File: src/rtl/twd_pkg.sv
package twd_pkg;

    typedef enum logic {
        TWD_RUN  = 1'b0,
        TWD_BITE = 1'b1
    } twd_state_e;

    typedef struct packed {
        logic core_rst;
        logic dac_clr;
    } twd_bite_t;

    localparam twd_bite_t TWD_BITE_OFF = '{core_rst: 1'b0, dac_clr: 1'b0};
    localparam twd_bite_t TWD_BITE_ON  = '{core_rst: 1'b1, dac_clr: 1'b1};

    // a write counts only when it changes the held level
    function automatic logic twd_is_service(logic wr, logic data, logic held);
        return wr && (data != held);
    endfunction

    function automatic int unsigned twd_width(int unsigned n);
        return (n < 2) ? 1 : $clog2(n);
    endfunction

endpackage

File: src/rtl/twd_svc_latch.sv
module twd_svc_latch
    import twd_pkg::*;
(
    input  logic clk,
    input  logic rst,
    input  logic svc_wr,
    input  logic svc_data,
    output logic svc_event
);

    logic held_q;

    always_ff @(posedge clk) begin
        if (rst) begin
            held_q <= 1'b0;
        end else if (svc_wr) begin
            held_q <= svc_data;
        end
    end

    assign svc_event = twd_is_service(svc_wr, svc_data, held_q);

endmodule

File: src/rtl/twd_period_cnt.sv
module twd_period_cnt
    import twd_pkg::*;
#(
    parameter int unsigned TIMEOUT = 500000
) (
    input  logic clk,
    input  logic rst,
    input  logic clear,
    output logic at_limit
);

    localparam int unsigned CW = twd_width(TIMEOUT);
    localparam logic [CW-1:0] LIMIT = CW'(TIMEOUT - 1);

    logic [CW-1:0] cnt_q;

    assign at_limit = (cnt_q == LIMIT);

    always_ff @(posedge clk) begin
        if (rst || clear) begin
            cnt_q <= '0;
        end else if (at_limit) begin
            cnt_q <= '0;
        end else begin
            cnt_q <= cnt_q + 1'b1;
        end
    end

endmodule

File: src/rtl/twd_bite_fsm.sv
module twd_bite_fsm
    import twd_pkg::*;
#(
    parameter int unsigned PULSE_LEN = 4
) (
    input  logic      clk,
    input  logic      rst,
    input  logic      expire,
    output logic      in_bite,
    output twd_bite_t bite
);

    localparam int unsigned PW = twd_width(PULSE_LEN);

    twd_state_e state_q;
    twd_state_e state_d;
    logic       last;

    generate
        if (PULSE_LEN == 1) begin : g_single
            assign last = 1'b1;
        end else begin : g_multi
            logic [PW-1:0] pc_q;
            always_ff @(posedge clk) begin
                if (rst || state_q != TWD_BITE) begin
                    pc_q <= '0;
                end else begin
                    pc_q <= pc_q + 1'b1;
                end
            end
            assign last = (pc_q == PW'(PULSE_LEN - 1));
        end
    endgenerate

    always_comb begin
        state_d = state_q;
        unique case (state_q)
            TWD_RUN:  if (expire) state_d = TWD_BITE;
            TWD_BITE: if (last)   state_d = TWD_RUN;
            default:              state_d = TWD_RUN;
        endcase
    end

    always_ff @(posedge clk) begin
        if (rst) begin
            state_q <= TWD_RUN;
            bite    <= TWD_BITE_OFF;
        end else begin
            state_q <= state_d;
            bite    <= (state_d == TWD_BITE) ? TWD_BITE_ON : TWD_BITE_OFF;
        end
    end

    assign in_bite = (state_q == TWD_BITE);

endmodule

File: src/rtl/toggle_wdog.sv
module toggle_wdog
    import twd_pkg::*;
#(
    parameter int unsigned TIMEOUT   = 500000,
    parameter int unsigned PULSE_LEN = 4
) (
    input  logic clk,
    input  logic rst,
    input  logic wd_enable,
    input  logic svc_wr,
    input  logic svc_data,
    output logic core_rst,
    output logic dac_clr
);

    logic      svc_event;
    logic      at_limit;
    logic      in_bite;
    logic      expire;
    logic      cnt_clear;
    twd_bite_t bite;

    twd_svc_latch u_latch (
        .clk       (clk),
        .rst       (rst),
        .svc_wr    (svc_wr),
        .svc_data  (svc_data),
        .svc_event (svc_event)
    );

    // writes during a pulse are not services; the count stays at zero
    assign cnt_clear = !wd_enable || svc_event || in_bite;
    // a service on the limit edge wins over expiry
    assign expire    = wd_enable && !svc_event && !in_bite && at_limit;

    twd_period_cnt #(.TIMEOUT(TIMEOUT)) u_cnt (
        .clk      (clk),
        .rst      (rst),
        .clear    (cnt_clear),
        .at_limit (at_limit)
    );

    twd_bite_fsm #(.PULSE_LEN(PULSE_LEN)) u_fsm (
        .clk     (clk),
        .rst     (rst),
        .expire  (expire),
        .in_bite (in_bite),
        .bite    (bite)
    );

    assign core_rst = bite.core_rst;
    assign dac_clr  = bite.dac_clr;

endmodule

File: config.mk
export PLATFORM = sky130hd
export DESIGN_NAME = toggle_wdog
export DESIGN_NICKNAME = d
export VERILOG_FILES = /design/src/rtl/twd_pkg.sv /design/src/rtl/twd_svc_latch.sv /design/src/rtl/twd_period_cnt.sv /design/src/rtl/twd_bite_fsm.sv /design/src/rtl/toggle_wdog.sv
export SDC_FILE = /design/constraint.sdc
export NUM_CORES = 1
export LEC_CHECK = 0
export ABC_AREA = 1
export BUFFER_PORTS_ARGS = -buffer_cell sky130_fd_sc_hd__buf_4
export CORE_ASPECT_RATIO = 0.7
export CORE_MARGIN = 5
export CORE_UTILIZATION = 50
export CTS_CLUSTER_SIZE = 8
export DETAILED_ROUTE_END_ITERATION = 7
export PLACE_DENSITY = 0.79
export SYNTH_ARGS = -nofsm -noshare
export SYNTH_HDL_FRONTEND = slang
export SYNTH_SLANG_ARGS = --single-unit
File: constraint.sdc
create_clock -name clk -period 1.3 [get_ports clk]
set_input_delay 0.39 -clock clk [delete_from_list [all_inputs] [get_ports clk]]
set_output_delay 0.39 -clock clk [all_outputs]
set_load 0.02 [all_outputs]
Word level (Yosys, flattened, before mapping) --
Index checks and enable logic that the tools add are counted.
Storage, ports and cells: memories 0, input port bits 5, bits in latches 0, ROM bits 0, logic and storage cells 28, memory bits (writable) 0, flip-flop bits (word level) 25
Operators by class: $add $sub $neg 2, div/mod/pow operators 0, shift-type cells 0, reductions and logical operators 12, multiply operators 0, order comparisons 0, eq/ne operators 3, muxes and demuxes 4, bitwise operators 1
Operators by type and width (number):
- $add A19 B1 Y19 const B | 1
- $eq A19 B19 Y1 const B | 1
- $logic_and A1 B1 Y1 | 4
- $logic_or A1 B1 Y1 | 4
- $logic_not A1 Y1 | 3
- $add A2 B1 Y2 const B | 1
- $eq A2 B2 Y1 const B | 1
- $mux W1 | 2
- $mux W2 | 1
- $pmux W1 S2 | 1
- $reduce_or A2 Y1 | 1
- $ne A1 B1 Y1 | 1
- $not A1 Y1 | 1

Depth between registers and ports, before layout --
depth in word-level cells 9, mapped depth 9, mapped depth without buffers 9

By module --
A second synthesis with hierarchy kept.
Unflattened totals: cell total of the unflattened synthesis 184, area, all modules 1221.2 um2
By module, submodules not included:
- twd_period_cnt | area an instance 1011.0 um2, times used 1, cells each 153
- twd_bite_fsm | area an instance 122.6 um2, times used 1, cells each 15
- twd_svc_latch | area an instance 60.1 um2, times used 1, cells each 11
- toggle_wdog | area an instance 27.5 um2, times used 1, cells each 5

Worst setup path after synthesis --
OpenSTA, ideal clock, no wires.
kind reg2reg, from register u_cnt.cnt_q[0], to register u_cnt.cnt_q[16], clock period less this slack 1284 ps, stages on the path, launching flop included 8, setup slack 16 ps, data arrival time 1172 ps, setup time 112 ps, required time 1188 ps, cell sequence dfxtp_1 -> ha_1 -> nand2_2 -> nor2_4 -> nand3_2 -> nand2_4 -> buf_8 -> nor2_2
Between the ends: cells in the longest elaborated chain, start to end 2, elaborated cells on any way between the ends 3
Ends and longest elaborated chain:
- from (decl) | RTL line twd_period_cnt.sv:15 | logic [CW-1:0] cnt_q;
- from (signal assigned) | RTL line twd_period_cnt.sv:25 | cnt_q <= cnt_q + 1'b1;
- parallel branches: the longest is 2 deep, another holds $add A19 B1 Y19
Parallel ways; which one is timed is not known. A chain may end at the register's enable or synchronous reset.

Final worst setup path --
from register u_cnt.cnt_q[5], to register u_cnt.cnt_q[16]
Same word-level chain as after synthesis.

==> key figures <==
Critical path
  • Family with the most delay on the worst path: simple AND/OR/NAND/NOR gates
  • Peak per-stage delay on the critical path: roughly 440 ps
  • Crit path buffers/inverters: 0
  • Startpoint types: flip-flop
  • CP Class: flip-flop to flip-flop
  • Crit. End Element: flip-flop
  • Reg2Reg Capture Point: u_cnt.cnt_q[16]
  • CP max FO: 4
  • Worst EP arrival: between 1500 and 2000 ps
  • CP Cell Sequence: nand2_1 -> nor2_2 -> nand2_4 -> nor2_4 -> nand2_1 -> nand2_1 -> nand2_1 -> nor2_2
  • Critical-path top delay cell: dfxtp_1
  • Reg2reg setup slack: -10 ps
  • Reg2Reg Depth: 8
  • CP Data Required Time: between 1500 and 2000 ps
  • Cell mode on critical path: nand2_1
  • Reg2Reg Launch Point: u_cnt.cnt_q[5]

STA
  • Final worst setup slack: -14.1 ps
  • Final Hold Fails: 0
  • Tmin final: roughly 1300 ps
  • Final period utilization: 101%
  • Final setup viols: 2
  • Fin. max-slew vios: 0
  • Fmax: roughly 760 MHz
  • Least-Margin Pin Slew: about 280 ps
  • Worst-case hold slack: 289 ps
  • RSZ-0062 raised after global routing: yes
  • Max transition margin: between 80% and 90%
  • Final clock skew: about 4.4 ps
  • Setup TNS: -26.3 ps

Synthesis
  • Netlist cell types: 22
  • Syn Inst Count: between 150 and 200
  • Post-synth ARST share: 0%
  • Number of synthesis warnings: 0
  • Synth top area cells: dfxtp_1 38%, nand2_1 11%, nor2_1 7.7%, nor2_2 7.2%, inv_1 6.5%
  • Post-Syn Area: 1210 um^2
  • Top-area cell type share of the netlist area: a little under two fifths
  • Avg Cell Area, Syn: between 7 and 8 um^2
  • Main synth FF type: dfxtp_1
  • EDFF count, synth: 0
  • Yosys reg bits: 23
  • Syn_nets: roughly 180
  • Most instantiated cells after synthesis: 34 x nand2_1, 25 x nor2_1, 23 x dfxtp_1
  • Seq/Total Area, Yosys: 38.0%
  • Cell with the most instances after synthesis: nand2_1
  • Yosys top cell by area: dfxtp_1

Min path
  • WHS Endpoint: u_latch.held_q
  • Hold Path Depth: 2
  • Hold path startpoint: svc_wr
  • Hold Path Class: input port to flip-flop

Clocking
  • Htree depth: 1
  • Post-CTS Setup Bufs: 0
  • Reg clk slew, reported paths: roughly 130 ps
  • CTS tree: built
  • Latest clock arrival within the worst-skew pair: about 320 ps
  • Clock buffer depth: 2
  • CTS Root Buffer Type: clkbuf_4
  • Hold buffer count at cts: 0
  • Cts bufs inserted: 3
  • Clock Sink Count: 23

Routing
  • 1st-iter DRT viols: between 70 and 80
  • Number of vias per cell: around 5.1
  • DR vias: about 1100
  • 1st-pass router iterations: 5
  • Top Metal Used: met4
  • Total routed wirelength: 2800 um
  • Routed met2 length: approximately 1200 um
  • DR WL met3: roughly 170 um
  • Detailed-route wire length per cell: around 13 um
  • Antenna viol nets, final: 0
  • DRC: 0
  • WL met1: 1340 um

Finish
  • Area delta synth->final: 18.3%
  • Share of layout cells above drive strength 1: between 30% and 40%
  • Final nets: slightly below 200
  • Filler cell count in the final layout: approximately 190
  • Diode count: 0
  • Post-route cell area: roughly 1400 um^2

Global route
  • Overall Global Routing Usage: between 10% and 20%
  • Number of global-route vias before repair: 993
  • Initial antenna violation count: 0
  • GRT overflow: 0
  • First-pass GRT wire length: approximately 4500 um
  • Largest net degree at the start of global routing: 20

Die
  • Core Region: between 2000 and 2500 um^2
  • Die height: approximately 50 um
  • Rows: 14
  • # IOs: 7
  • Die width: approximately 69 um
  • Die area: approximately 3500 um^2
  • Starting density of the core: approximately 54%

Placement
  • Placed Area: between 1000 and 1500 um^2
  • Final HPWL DP: roughly 1900 um
  • Port Buffers: 6
  • Global placement routability congestion: between 0.9 and 1

Outcome
  • Status: finished with violations
  • Failing checks: negative setup slack

Power
  • P_leak: 0.000501 uW
  • Cell area power density: just under 800 nW/um^2
  • Peak VDD IR: about 0.50 mV

Run
  • Max Cap Viol: 0
[placed cells by master (no fill, tap or decap), drive strengths merged]
cell,netlist,final
and2,1,1
ha,2,2
clkinvlp,0,1
clkinv,1,1
nand3,13,13
buf,2,13
nand2,39,39
clkbuf,0,3
xor2,4,4
o21ai,5,5
nand4,3,3
a21oi,8,8
xnor2,4,4
dfxtp,23,23
nor2,42,42
or2,2,2
inv,21,21
[per-layer routing]
metal / vias up / GRT usage (%)
met1: 509 / 23.8
li1: 556 / -
met3: 10 / 6.36
met5: - / 0
met2: 41 / 24.1
met4: 0 / 7.12
[power breakdown]
| part | switching [uW] | internal (uW) | leakage [uW] |
|---|---|---|---|
| Sequential | 4.31 | 710 | 0.000190 |
| Clock | 227 | 118 | 0.0000139 |
| Combinational | 36.0 | 22.5 | 0.000296 |
[repair_timing]
item / CTS / global route
pin swaps: 2 / 3
endpoints found under the setup margin: 21 / 20
gates resized for setup: 11 / 14
[worst max path at each step]
stage	startpoint	to	slack [ps]	depth (start not counted)
final	u_cnt.cnt_q[5]	u_cnt.cnt_q[16]	-10	8
after global placement	u_cnt.cnt_q[0]	u_cnt.cnt_q[11]	-4	6
after floorplan	u_cnt.cnt_q[0]	u_cnt.cnt_q[16]	20	7
after detailed placement	svc_data	u_cnt.cnt_q[12]	-50	7
after CTS	u_cnt.cnt_q[0]	u_cnt.cnt_q[10]	-10	6
after global routing	u_cnt.cnt_q[0]	u_cnt.cnt_q[16]	-100	9
[kinds of logic after synthesis]
group	synth area share, %
and+or+nand+nor	40.1
xor gates and xnor gates	5.78
adders and majority gates	2.06
DFF	38.0
AOI/OAI and AO/OA	5.37
buffers and inverters	8.67
[metrics by stage]
| stage | util (%) | total power (uW) | setup slack [ps] | std cells |
|---|---|---|---|---|
| floorplan | - | 761 | 15.8 | 170 |
| global placement | 59.7 | 775 | -3.82 | 213 |
| detailed placement | 59.7 | 778 | -48.9 | 213 |
| CTS | 63.3 | 1130 | -12.4 | 217 |
| global route | 64.5 | 1170 | -98.5 | 217 |
| finish | 64.5 | 1120 | -14.1 | 217 |
[cell type report]
class / count / area, um^2 / area share [%]
clock buffers: 3 / 22.5 / 1.57
flip-flops and latches: 23 / 473 / 33.0
clock inverters: 1 / 7.51 / 0.524
multi-input cells: 123 / 711 / 49.6
well taps: 32 / 40.0 / 2.79
inverters: 22 / 82.6 / 5.76
repair buffers: 13 / 97.6 / 6.81
[flip-flops by register name (all words and copies together), names as in the netlist]
name,flops
u_fsm.g_multi.pc_q,2
u_cnt.cnt_q,19
u_latch.held_q,1
u_fsm.in_bite,1
Note: power is estimated with default switching activity, not from simulation.
